## src/rtl/bre_pkg.sv

```systemverilog
package bre_pkg;

    typedef enum logic [1:0] {
        KIND_ILLEGAL,
        KIND_COND,
        KIND_JUMP,
        KIND_CALL
    } op_kind_e;

    typedef enum logic [2:0] {
        SEL_Z,
        SEL_N_OR_Z,
        SEL_N,
        SEL_C_OR_Z,
        SEL_V,
        SEL_C,
        SEL_NONE
    } cond_sel_e;

    typedef struct packed {
        op_kind_e  kind;
        cond_sel_e sel;
        logic      polarity;
        logic      wide;
    } dec_t;

    typedef struct packed {
        logic n;
        logic z;
        logic v;
        logic c;
    } flags_t;

endpackage

```

## src/rtl/bre_decode.sv

```systemverilog
module bre_decode
    import bre_pkg::*;
(
    input  logic [7:0] opcode,
    output dec_t       dec
);

    logic [3:0] hi_nib;
    logic [3:0] lo_nib;

    always_comb begin
        hi_nib       = opcode[7:4];
        lo_nib       = opcode[3:0];
        dec.kind     = KIND_ILLEGAL;
        dec.sel      = SEL_NONE;
        dec.polarity = opcode[0];
        dec.wide     = 1'b0;
        if (hi_nib == 4'h1 || hi_nib == 4'h3) begin
            dec.wide = hi_nib[1];
            if (lo_nib == 4'h0) begin
                dec.kind = KIND_CALL;
            end else if (lo_nib == 4'h1) begin
                dec.kind = KIND_JUMP;
            end else if (hi_nib == 4'h1) begin
                dec.kind = KIND_COND;
                case (opcode[3:1])
                    3'd1:    dec.sel = SEL_Z;
                    3'd2:    dec.sel = SEL_N_OR_Z;
                    3'd4:    dec.sel = SEL_N;
                    3'd5:    dec.sel = SEL_C_OR_Z;
                    3'd6:    dec.sel = SEL_V;
                    3'd7:    dec.sel = SEL_C;
                    default: dec.kind = KIND_ILLEGAL;
                endcase
            end
        end
    end

endmodule

```

## src/rtl/bre_cond_eval.sv

```systemverilog
module bre_cond_eval
    import bre_pkg::*;
(
    input  flags_t    flags,
    input  cond_sel_e sel,
    input  logic      polarity,
    output logic      met
);

    logic level;

    always_comb begin
        case (sel)
            SEL_Z:      level = flags.z;
            SEL_N_OR_Z: level = flags.n | flags.z;
            SEL_N:      level = flags.n;
            SEL_C_OR_Z: level = flags.c | flags.z;
            SEL_V:      level = flags.v;
            SEL_C:      level = flags.c;
            default:    level = 1'b0;
        endcase
        met = (sel != SEL_NONE) && (level == polarity);
    end

endmodule

```

## src/rtl/bre_target.sv

```systemverilog
module bre_target #(
    parameter int ADDR_W  = 32,
    parameter int DISP_W  = 16,
    parameter int SHORT_W = 8
) (
    input  logic [ADDR_W-1:0] pc,
    input  logic [DISP_W-1:0] disp,
    input  logic              wide,
    output logic [ADDR_W-1:0] target
);

    localparam int SHORT_PAD = ADDR_W - SHORT_W;
    localparam int LONG_PAD  = ADDR_W - DISP_W;

    logic [ADDR_W-1:0] short_ext;
    logic [ADDR_W-1:0] long_ext;

    always_comb begin
        short_ext = {{SHORT_PAD{disp[SHORT_W-1]}}, disp[SHORT_W-1:0]};
        long_ext  = {{LONG_PAD{disp[DISP_W-1]}}, disp};
        target    = pc + (wide ? long_ext : short_ext);
    end

endmodule

```

## src/rtl/bre_branch_unit.sv

```systemverilog
module bre_branch_unit
    import bre_pkg::*;
#(
    parameter int ADDR_W     = 32,
    parameter int DISP_W     = 16,
    parameter int SHORT_W    = 8,
    parameter int PUSH_BYTES = 4
) (
    input  logic              clk,
    input  logic              rst_n,
    input  logic              op_valid,
    input  logic [7:0]        opcode,
    input  logic [3:0]        flags_in,
    input  logic [ADDR_W-1:0] pc_in,
    input  logic [DISP_W-1:0] disp_in,
    input  logic [ADDR_W-1:0] sp_in,
    output logic              res_valid,
    output logic              taken,
    output logic              illegal,
    output logic [ADDR_W-1:0] next_pc,
    output logic [3:0]        flags_out,
    output logic              push_req,
    output logic [ADDR_W-1:0] push_addr,
    output logic [ADDR_W-1:0] push_data,
    output logic [ADDR_W-1:0] sp_out
);

    localparam logic [ADDR_W-1:0] PUSH_STEP = ADDR_W'(PUSH_BYTES);

    typedef struct packed {
        logic              vld;
        logic              taken;
        logic              illegal;
        logic              push;
        logic [ADDR_W-1:0] next_pc;
        logic [3:0]        flags;
        logic [ADDR_W-1:0] push_addr;
        logic [ADDR_W-1:0] push_data;
        logic [ADDR_W-1:0] sp;
    } res_t;

    dec_t              dec;
    logic              cond_met;
    logic [ADDR_W-1:0] target;
    res_t              res_d;
    res_t              res_q;

    bre_decode u_decode (
        .opcode (opcode),
        .dec    (dec)
    );

    bre_cond_eval u_cond (
        .flags    (flags_t'(flags_in)),
        .sel      (dec.sel),
        .polarity (dec.polarity),
        .met      (cond_met)
    );

    bre_target #(
        .ADDR_W  (ADDR_W),
        .DISP_W  (DISP_W),
        .SHORT_W (SHORT_W)
    ) u_target (
        .pc     (pc_in),
        .disp   (disp_in),
        .wide   (dec.wide),
        .target (target)
    );

    always_comb begin
        logic go;
        logic call;
        call = (dec.kind == KIND_CALL);
        case (dec.kind)
            KIND_COND: go = cond_met;
            KIND_JUMP: go = 1'b1;
            KIND_CALL: go = 1'b1;
            default:   go = 1'b0;
        endcase
        res_d.vld       = op_valid;
        res_d.taken     = op_valid && go;
        res_d.illegal   = op_valid && (dec.kind == KIND_ILLEGAL);
        res_d.push      = op_valid && call;
        res_d.next_pc   = go ? target : pc_in;
        res_d.flags     = flags_in;
        res_d.push_addr = sp_in - PUSH_STEP;
        res_d.push_data = pc_in;
        res_d.sp        = call ? (sp_in - PUSH_STEP) : sp_in;
    end

    always_ff @(posedge clk) begin
        if (!rst_n) begin
            res_q <= '0;
        end else begin
            res_q <= res_d;
        end
    end

    assign res_valid = res_q.vld;
    assign taken     = res_q.taken;
    assign illegal   = res_q.illegal;
    assign push_req  = res_q.push;
    assign next_pc   = res_q.next_pc;
    assign flags_out = res_q.flags;
    assign push_addr = res_q.push_addr;
    assign push_data = res_q.push_data;
    assign sp_out    = res_q.sp;


    strobe_needs_valid_chk: assert property (@(posedge clk) disable iff (!rst_n)
        (taken || illegal || push_req) |-> res_valid);


    valid_follows_issue_chk: assert property (@(posedge clk) disable iff (!rst_n)
        $past(rst_n) |-> (res_valid == $past(op_valid)));


    illegal_not_taken_chk: assert property (@(posedge clk) disable iff (!rst_n)
        illegal |-> (!taken && !push_req));


    not_taken_holds_pc_chk: assert property (@(posedge clk) disable iff (!rst_n)
        (res_valid && !taken) |-> (next_pc == $past(pc_in)));


    push_frame_chk: assert property (@(posedge clk) disable iff (!rst_n)
        push_req |-> (taken && push_addr == sp_out && push_data == $past(pc_in)
                      && sp_out == $past(sp_in) - PUSH_STEP));


    no_push_sp_kept_chk: assert property (@(posedge clk) disable iff (!rst_n)
        (res_valid && !push_req) |-> (sp_out == $past(sp_in)));


    flags_pass_chk: assert property (@(posedge clk) disable iff (!rst_n)
        res_valid |-> (flags_out == $past(flags_in)));

endmodule

```

## config.mk

```make
export PLATFORM = sky130hd
export DESIGN_NAME = bre_branch_unit
export DESIGN_NICKNAME = d
export VERILOG_FILES = /design/src/rtl/bre_pkg.sv /design/src/rtl/bre_decode.sv /design/src/rtl/bre_cond_eval.sv /design/src/rtl/bre_target.sv /design/src/rtl/bre_branch_unit.sv
export SDC_FILE = /design/constraint.sdc
export NUM_CORES = 1
export LEC_CHECK = 0
export BUFFER_PORTS_ARGS = -buffer_cell sky130_fd_sc_hd__buf_2
export CAP_MARGIN = 20
export CORE_ASPECT_RATIO = 0.6
export CORE_UTILIZATION = 45
export DETAILED_ROUTE_END_ITERATION = 8
export PLACE_DENSITY = 0.85
export SLEW_MARGIN = 5
export SYNTH_ARGS = -nofsm -noshare
export SYNTH_HDL_FRONTEND = slang
export SYNTH_SLANG_ARGS = --single-unit
```

## constraint.sdc

```tcl
create_clock -name clk -period 4.21 [get_ports clk]
set_input_delay 0.421 -clock clk [delete_from_list [all_inputs] [get_ports clk]]
set_output_delay 0.421 -clock clk [all_outputs]
set_load 0.05 [all_outputs]
```

==> key figures, run 1 <==
Run status
  – Outcome: finished, final reports clean

Drt
  – DRC viols: 0
  – DR vias: 5925
  – Antenna-violating nets left: 0
  – Routed Wire Length: 17300 um
  – First DRT Iteration DRCs: 362
  – WL/cell: 14.9 um
  – Vias per cell: 5.09
  – TritonRoute pass-1 iters: 5

STA
  – RSZ-0062 raised after global routing: false
  – Slew @ Worst Pin: 0.595 ns
  – Accumulated negative setup slack: 0 ns
  – Final setup fails: 0
  – Tmin final: 3.86 ns
  – Final hold vios: 0
  – Final setup margin: 0.350 ns
  – Slew Limit Headroom: 60.3%
  – Max Transition Viols Final: 0
  – Final Cycle Share: 91.7%
  – Fmax: 259 MHz

CTS
  – Post-CTS Hold Buffers: 0
  – Bufs on Longest Clock Path: 2
  – Sink Count: 134
  – CTS buffer count: 17
  – CTS root buffer: clkbuf_16
  – CTS tree: done
  – Resized cells post-CTS: 0
  – Post-CTS Repair Setup Buffers: 0
  – H-tree depth: 4
  – Clock transition at path regs: 0.06 ns

Synth
  – Post-synth ARST share: 0%
  – Area leader, netlist: dfxtp_1
  – Seq/Total Area, Yosys: 40.9%
  – Post-synthesis average cell area: 8.98 um^2
  – Distinct cells, synth: 57
  – Area share of the largest cell type after synthesis: 40.9%
  – #FFs+latches synth: 134
  – Yosys warns: 0
  – Post-synth EDFFs: 0
  – Primary FF master, synth: dfxtp_1
  – Mapped Area: 6560 um^2
  – Syn Nets: 859
  – Mapped Cells: 731
  – Synth top area cells: dfxtp_1 (41%), and2_1 (10%), ha_1 (6.1%)

Finish
  – Final nets: 1087
  – N_diodes: 0
  – Fill count: 1214
  – Area growth syn-to-layout: 30.1%
  – Share of cells above drive strength 1: 31.6%
  – Cell area after layout: 8540 um^2

Floorplanning
  – Starting density of the core: 47.0%
  – Die area: 15100 um^2
  – Die Y: 95.6 um
  – Core Region: 14000 um^2
  – Chip Width: 158 um
  – Cell row count: 33
  – # IOs: 231

GRT
  – Grt ovf: 0
  – First-pass GRT wire length: 27000 um
  – Total GRT Usage: 23.3%
  – Initial antenna violation count: 0
  – Vias in the first global route: 5354
  – Largest net degree at the start of global routing: 81

Critical path
  – Worst Path Arrival: 4.16 ns
  – Req. time, crit path: 4.51 ns
  – Kind of critical path: in2reg
  – Crit. End Element: register
  – Critical path fanouts, max: 5
  – Critical path startpoint category: input pin

Pwr
  – Switching share of power: 31.1%
  – Int Pwr: 2.56 mW
  – Psw: 1.16 mW
  – Worst vdd ir: 234 uV
  – Pwr/cell area: 436 nW/um^2
  – Sequential share of power: 36.5%
  – Part of the power in combinational logic: 22.1%
  – Clock power share: 41.5%
  – Lkg Pwr: 4.04 nW

Hold path
  – Worst hold path type: in2reg

Place
  – Post-DP Area: 7930 um^2
  – Placer Congestion: 0.959
  – Dpl ws: -0.00697 ns
  – Hpwl dp: 13400 um
  – Number of port buffers: 230

Run
  – Maximum Capacitance Violations: 0
## synthesized netlist by cell type (12+ instances only)
library cell / instances
or3_1: 17
nor2b_1: 13
dfxtp_1: 134
and2_1: 109
a21oi_1: 27
clkbuf_1: 31
a21boi_0: 13
inv_1: 12
ha_1: 32
o21ai_0: 55
xnor2_1: 40
nor2_1: 27
xor2_1: 27
nand2_1: 66
## state kept, by name, summed over array words and instances, names as in the netlist, 4 cells and up
register / cells
sp_out: 30
push_addr: 32
flags_out: 4
next_pc: 32
push_data: 32
## through the flow
| step | power (mW) | hold slack [ns] | util (%) | cells |
|---|---|---|---|---|
| final | 3.72 | 0.219 | 61.2 | 1164 |
| after global routing | 3.89 | 0.199 | 61.2 | 1164 |
| after CTS | 3.74 | 0.200 | 61.2 | 1164 |
| after detailed placement | 2.20 | 0.636 | 56.8 | 1132 |
| after global placement | 2.19 | 0.631 | 56.8 | 1132 |
| after floorplan | 1.97 | 0.493 | - | 731 |
## critical path: stages
cell and delay, ns:
buf_2 0.10, nor3b_2 0.23, a21boi_1 0.11, a31o_2 0.24
ha_1 0.34, a21oi_1 0.31, nand2_1 0.10, a221oi_1 0.57
o21ai_0 0.29, a211oi_1 0.40, o31ai_1 0.17, o31ai_1 0.24
mux2_2 0.37, mux2_2 0.26
## routing by layer
layer / GRT usage [%] / part of all wire (%)
met5: 0 / 0
met3: 6.05 / 6.8
met1: 31.9 / 49
met2: 36.0 / 43
met4: 6.47 / 0.77
## worst paths after layout
| check | from | to | slack, ns | depth (start not counted) |
|---|---|---|---|---|
| max | opcode[7] | next_pc[31] | 0.35 | 14 |
| min | sp_in[2] | push_addr[2] | 0.22 | 2 |
## layout by cell type (no fill, tap or decap), drive strengths merged, types with 27 or more instances in the layout
cell,netlist,layout
xor2,27,27
o21ai,55,55
dfxtp,134,134
ha,32,32
a21oi,27,27
and2,109,109
xnor2,40,40
nand2,67,67
buf,6,246
nor2,29,29
## cell families (layout without fill, tap and decap cells)
group	count (synthesis)	after routing	share of synthesized area, %
and+or+nand+nor	286	286	24.7
AOI/OAI and AO/OA	156	156	15.0
DFF	134	134	40.9
xor gates and xnor gates	67	67	8.94
buffers and inverters	49	290	3.07
adders and majority gates	33	33	6.40
muxes	6	6	1.01
## power groups by stage
stage	Clock, mW	Sequential (mW)	Combinational, mW
5_1_grt	1.64	1.36	0.885
4_1_cts	1.57	1.36	0.816
2_1_floorplan	0	1.64	0.329
3_5_place_dp	0	1.39	0.812
3_3_place_gp	0	1.38	0.802
6_report	1.54	1.36	0.821
## final cells by class
cell class	count	area (um^2)	area share, %
Sequential cell	134	2680	31.4
Inverter	12	45.0	0.527
Clock buffer	19	443	5.19
Multi-Input combinational cell	548	3690	43.2
Clock inverter	13	170	1.99
Tap cell	192	240	2.81
Timing Repair Buffer	246	1270	14.9
No activity file was read; power rests on OpenSTA's default activity.
==> inputs of run 2 (changes only) <==
--- a/config.mk
+++ b/config.mk
@@ -5,10 +5,11 @@
 export SDC_FILE = /design/constraint.sdc
 export NUM_CORES = 1
 export LEC_CHECK = 0
+export ABC_AREA = 1
 export BUFFER_PORTS_ARGS = -buffer_cell sky130_fd_sc_hd__buf_2
 export CAP_MARGIN = 20
 export CORE_ASPECT_RATIO = 0.6
-export CORE_UTILIZATION = 45
+export CORE_UTILIZATION = 46
 export DETAILED_ROUTE_END_ITERATION = 8
 export PLACE_DENSITY = 0.85
 export SLEW_MARGIN = 5
==> run 2 against run 1 <==
Against the previous run:
- flip-flop and latch count unchanged
- synthesized cell count increased by 36%
- critical path depth increased by 2
- setup slack improved by 0.52 ns
- cell area increased by 5.7%
- global-route usage increased by 5.3 points
- largest cell class unchanged
- critical path type unchanged
- combinational power increased by 13%
==> key figures, run 2 <==
CTS
  – CTS buffer count: 17 (unchanged)
  – Resized cells post-CTS: 0 (unchanged)
  – CTS tree: done
  – Bufs on Longest Clock Path: 2 (unchanged)
  – Post-CTS Repair Setup Buffers: 0 (unchanged)
  – CTS root buffer: clkbuf_16
  – H-tree depth: 4 (unchanged)
  – Sink Count: 134 (unchanged)
  – Post-CTS Hold Buffers: 0 (unchanged)
  – Clock transition at path regs: 0.06 ns (about the same)

Drt
  – First DRT Iteration DRCs: 767 (+110%)
  – Antenna-violating nets left: 0 (unchanged)
  – DRC viols: 0 (unchanged)
  – TritonRoute pass-1 iters: 6 (+1)
  – DR vias: 7325 (+24%)
  – Routed Wire Length: 22700 um (+31%)
  – WL/cell: 15.9 um (+6.5%)
  – Vias per cell: 5.12 (+0.63%)

Synth
  – Post-synth EDFFs: 0 (unchanged)
  – Synth top area cells: dfxtp_1 (38%), nand2_1 (10%), inv_1 (8.4%)
  – #FFs+latches synth: 134 (unchanged)
  – Commonest cells in the netlist: nand2_1 (191), inv_1 (158), dfxtp_1 (134)
  – Mapped Area: 7080 um^2 (+7.8%)
  – Primary FF master, synth: dfxtp_1
  – Seq/Total Area, Yosys: 37.9% (-3.0 points)
  – Area leader, netlist: dfxtp_1
  – Area share of the largest cell type after synthesis: 37.9% (-3.0 points)
  – Most numerous cell in the Yosys netlist: nand2_1
  – Distinct cells, synth: 48 (-16%)
  – Mapped Cells: 991 (+36%)
  – Post-synth ARST share: 0% (unchanged)
  – Yosys warns: 0 (unchanged)
  – Post-synthesis average cell area: 7.14 um^2 (-20%)
  – Syn Nets: 1119 (+30%)

STA
  – Final Cycle Share: 79.3% (-12 points)
  – Tmin final: 3.34 ns (-0.522 ns)
  – Final setup fails: 0 (unchanged)
  – Fmax: 300 MHz (+16%)
  – RSZ-0062 raised after global routing: false
  – Max Transition Viols Final: 0 (unchanged)
  – Final hold vios: 0 (unchanged)
  – Slew Limit Headroom: 50.4% (-9.9 points)
  – Accumulated negative setup slack: 0 ns (unchanged)
  – Slew @ Worst Pin: 0.742 ns (+0.147 ns)

Pwr
  – Total design power: 3.90 mW (+4.8%)
  – Worst vdd ir: 258 uV (+10%)
  – Pwr/cell area: 432 nW/um^2 (-0.81%)
  – Lkg Pwr: 4.96 nW (+23%)

Floorplanning
  – Core Region: 14800 um^2 (+5.8%)
  – # IOs: 231 (unchanged)
  – Die Y: 98.1 um (+2.6%)
  – Starting density of the core: 47.9% (+0.91 points)
  – Die area: 15900 um^2 (+5.4%)
  – Cell row count: 34 (+3.0%)
  – Chip Width: 162 um (+2.7%)

Critical path
  – Critical path startpoint category: input pin
  – Crit. End Element: register
  – Req. time, crit path: 4.53 ns (+0.02 ns)
  – Kind of critical path: in2reg
  – Worst Path Arrival: 3.65 ns (-0.51 ns)
  – Critical path fanouts, max: 13 (+8)

Finish
  – Share of cells above drive strength 1: 23.8% (-7.8 points)
  – Commonest non-fill, non-tap cell in the layout: buf_2
  – Most frequent cells in the layout: buf_2 (230), nand2_1 (191), inv_1 (158)
  – Final nets: 1347 (+24%)
  – Area growth syn-to-layout: 27.6%
  – Fill count: 1308 (+7.7%)
  – N_diodes: 0 (unchanged)

GRT
  – Largest net degree at the start of global routing: 46 (-43%)
  – Grt ovf: 0 (unchanged)
  – Vias in the first global route: 6691 (+25%)
  – Initial antenna violation count: 0 (unchanged)
  – Total GRT Usage: 28.5% (+5.3 points)
  – First-pass GRT wire length: 34900 um (+29%)

Place
  – Number of port buffers: 230 (unchanged)
  – Hpwl dp: 18200 um (+36%)
  – Placer Congestion: 1.02 (+6.9%)

Run status
  – Outcome: finished, final reports clean

Hold path
  – Worst hold path type: in2reg

Run
  – Maximum Capacitance Violations: 0 (unchanged)
[run 2: cell count changes after synthesis, sizes merged, moves of 30 or more]
cell   before  now
a21oi      27   63
and2      109    2
inv        12  159
nand2      67  192
nand3       6   70
nor2       29  112
xnor2      40   10
[run 2: report_power, final]
part	internal, mW	switching [mW]
registers	1.34	0.0191
logic	0.250	0.676
clock network	1.01	0.606
[run 2: final cells by class]
| type | instances | area (um^2) | share of cell area [%] |
|---|---|---|---|
| clock buffer | 17 | 425 | 4.71 |
| clock inverter | 15 | 221 | 2.45 |
| inverter | 159 | 597 | 6.61 |
| multi-input combinational | 669 | 3640 | 40.3 |
| sequential | 134 | 2680 | 29.7 |
| tap | 198 | 248 | 2.74 |
| timing repair buffer | 238 | 1220 | 13.5 |
[run 2: final timing paths]
| kind | start | endpoint | cells past startpoint |
|---|---|---|---|
| setup / recovery | opcode[7] | next_pc[20] | 16 |
| hold / removal | sp_in[2] | push_addr[2] | 2 |
[run 2: cells by family (layout without fill, tap and decap cells)]
group	Yosys count	after routing	synth area share, %
AO/OA/AOI/OAI	163	163	12.6
buffers and inverters	188	429	10.7
adder cells (fa/ha/maj)	33	33	5.94
flip-flops	134	134	37.9
AND/OR/NAND/NOR	427	427	27.2
XOR/XNOR	46	46	5.69
[run 2: stage by stage]
step | std cells | hold slack, ns | cell area [um^2] | worst slack, ns | utilization, %
floorplan | 991 | 0.493 | 7080 | 1.44 | -
global placement | 1397 | 0.600 | 8370 | 0.662 | 56.7
detailed placement | 1397 | 0.603 | 8370 | 0.613 | 56.7
CTS | 1429 | 0.178 | 9010 | 1.02 | 61.1
global route | 1430 | 0.184 | 9030 | 0.650 | 61.2
finish | 1430 | 0.187 | 9030 | 0.872 | 61.2
[run 2: critical path, stage by stage]
cell,delay (ns)
buf_2,0.10
inv_1,0.06
nand2_1,0.05
nor2_1,0.16
nand2_1,0.25
nand2_1,0.26
o21ai_0,0.18
inv_1,0.44
ha_1,0.38
a21oi_1,0.24
o21ai_0,0.23
a21oi_1,0.26
nand3_1,0.18
xor2_1,0.25
nand3_1,0.10
o21ai_0,0.10
[run 2: metal layers]
metal	part of all wire (%)	up-vias	track usage, %
met2	39	396	39.2
met4	1.6	0	6.82
li1	-	3643	-
met3	12	30	8.20
met1	48	3256	43.0
met5	0	-	0
==> inputs of run 3 (changes only) <==
==> constraint.sdc (replaced) <==
create_clock -name clk -period 2.8 [get_ports clk]
set_input_delay 0.28 -clock clk [delete_from_list [all_inputs] [get_ports clk]]
set_output_delay 0.28 -clock clk [all_outputs]
set_load 0.05 [all_outputs]
==> run 3 against run 2 <==
Against the previous run:
- global-route usage rose by 1.6 points
- hold slack lost 0.15 ns
- clock power is 38% higher
- non-clock buffer count increased by 83
- setup slack lost 0.76 ns
==> key figures, run 3 (synthesis results as in run 2) <==
Finish
  – Commonest non-fill, non-tap cell in the layout: buf_2
  – Fin cells: 1513 (+5.8%)
  – Layout Utilization: 65.1% (+3.9 points)
  – Register area: 2680 um^2 (unchanged)
  – Fill count: 1289 (-1.5%)
  – Share of cells above drive strength 1: 29.0% (+5.2 points)
  – Area growth syn-to-layout: 35.8%
  – N_diodes: 0 (unchanged)
  – Multi-input gate area: 3650 um^2 (+0.38%)
  – Final nets: 1430 (+6.2%)
  – Most frequent cells in the layout: buf_2 (230), nand2_1 (191), inv_1 (157)

Critical path
  – Max stage delay on crit path: 0.34 ns (-0.10 ns)
  – Kind of critical path: in2reg
  – Most common cell on crit path: nand2_1
  – Req. time, crit path: 3.15 ns (-1.38 ns)
  – Critical path startpoint category: input pin
  – Crit. End Element: register
  – Critical path's slowest cell: ha_1
  – Delay-heaviest family, CP: simple AND/OR/NAND/NOR gates
  – Worst Path Arrival: 3.03 ns (-0.62 ns)
  – Cell Chain, Critical Path: buf_2, inv_1, nand2_1, nor2_1, nand2_1, buf_4, o21ai_0, inv_1, ha_1, a21oi_1, buf_4, o21ai_0, nand2_1, and2_1, nand2_1, nand3_1, nand2_1, xor2_1, nor2_1, nor2_1
  – Critical path fanouts, max: 7 (-6)
  – Buf/Inv on CP: 5 (+2)

Floorplanning
  – Core Region: 14800 um^2 (unchanged)
  – Cell row count: 34 (unchanged)
  – Starting density of the core: 47.9% (unchanged)
  – Die Y: 98.1 um (unchanged)
  – # IOs: 231 (unchanged)
  – Chip Width: 162 um (unchanged)
  – Die area: 15900 um^2 (unchanged)

Pwr
  – Worst vdd ir: 342 uV (+32%)
  – Total design power: 5.86 mW (+50%)
  – Lkg Pwr: 5.32 nW (+7.4%)
  – Pwr/cell area: 610 nW/um^2 (+41%)

CTS
  – Post-CTS Repair Setup Buffers: 0 (unchanged)
  – Post-CTS Hold Buffers: 0 (unchanged)
  – CTS tree: done
  – Clock transition at path regs: 0.06 ns (about the same)
  – CTS root buffer: clkbuf_16
  – Bufs on Longest Clock Path: 2 (unchanged)
  – H-tree depth: 4 (unchanged)
  – Sink Count: 134 (unchanged)
  – Resized cells post-CTS: 0 (unchanged)
  – CTS buffer count: 17 (unchanged)

Drt
  – DR vias: 7778 (+6.2%)
  – Routed Wire Length: 24200 um (+6.6%)
  – DRC viols: 0 (unchanged)
  – TritonRoute pass-1 iters: 6 (unchanged)
  – First DRT Iteration DRCs: 860 (+12%)
  – Antenna-violating nets left: 0 (unchanged)
  – WL/cell: 16.0 um (+0.76%)
  – Vias per cell: 5.14 (+0.36%)

STA
  – Final hold vios: 0 (unchanged)
  – Slew @ Worst Pin: 0.728 ns (-0.0135 ns)
  – Final Cycle Share: 96.0%
  – Max Transition Viols Final: 0 (unchanged)
  – Final setup fails: 0 (unchanged)
  – Accumulated negative setup slack: 0 ns (unchanged)
  – Tmin final: 2.69 ns
  – WHS: 0.0337 ns (-0.153 ns)
  – Slew Limit Headroom: 50.8% (+0.36 points)
  – RSZ-0062 raised after global routing: true
  – Fmax: 372 MHz

Run status
  – Outcome: finished, final reports clean

Hold path
  – Worst hold path type: in2reg

Place
  – Placer Congestion: 1.06 (+3.2%)
  – Hpwl dp: 19300 um (+5.9%)
  – Number of port buffers: 230 (unchanged)
  – Dpl cells: 1481 (+6.0%)

GRT
  – First-pass GRT wire length: 36700 um (+5.1%)
  – Initial antenna violation count: 0 (unchanged)
  – Total GRT Usage: 30.1% (+1.6 points)
  – Vias in the first global route: 6940 (+3.7%)
  – Largest net degree at the start of global routing: 50 (+8.7%)
  – Grt ovf: 0 (unchanged)

Run
  – Maximum Capacitance Violations: 0 (unchanged)
## run 3: changes by cell type in the layout (fill, tap and decap cells not counted), sizes merged
cell,previous run,this run
clkinv,6,2
bufinv,4,1
buf,238,321
inv,163,167
clkinvlp,1,4
## run 3: metal layers
metal	global-route usage (%)	wire length, um	vias to the layer above
li1	-	-	3808
met1	46.0	11600	3501
met2	39.1	9120	435
met3	10.2	3090	34
met4	8.06	401	0
met5	0	0	-
## run 3: layout make-up
| type | count | share of cell area, % |
|---|---|---|
| multi-input cells | 669 | 38.0 |
| flip-flops and latches | 134 | 27.9 |
| repair buffers | 321 | 19.2 |
| inverters | 159 | 6.21 |
| clock buffers | 17 | 4.43 |
| well taps | 198 | 2.58 |
| clock inverters | 15 | 1.69 |
## run 3: path summary, 6_finish.rpt
| path | startpoint | end | slack [ns] | cells past startpoint |
|---|---|---|---|---|
| max | opcode[7] | next_pc[23] | 0.11 | 20 |
| min | sp_in[2] | push_addr[2] | 0.03 | 2 |
## run 3: through the flow
step	setup WS (ns)	instance area (um^2)
5_1_grt	-0.0327	9610
4_1_cts	0.0854	9600
2_1_floorplan	0.169	7080
3_5_place_dp	-0.345	9010
6_report	0.113	9610
3_3_place_gp	-0.240	9010
## run 3: where the power goes
group / internal, mW / switching (mW) / total [mW]
Combinational: 0.510 / 1.06 / 1.57
Clock: 1.26 / 0.980 / 2.24
Sequential: 2.02 / 0.0299 / 2.05
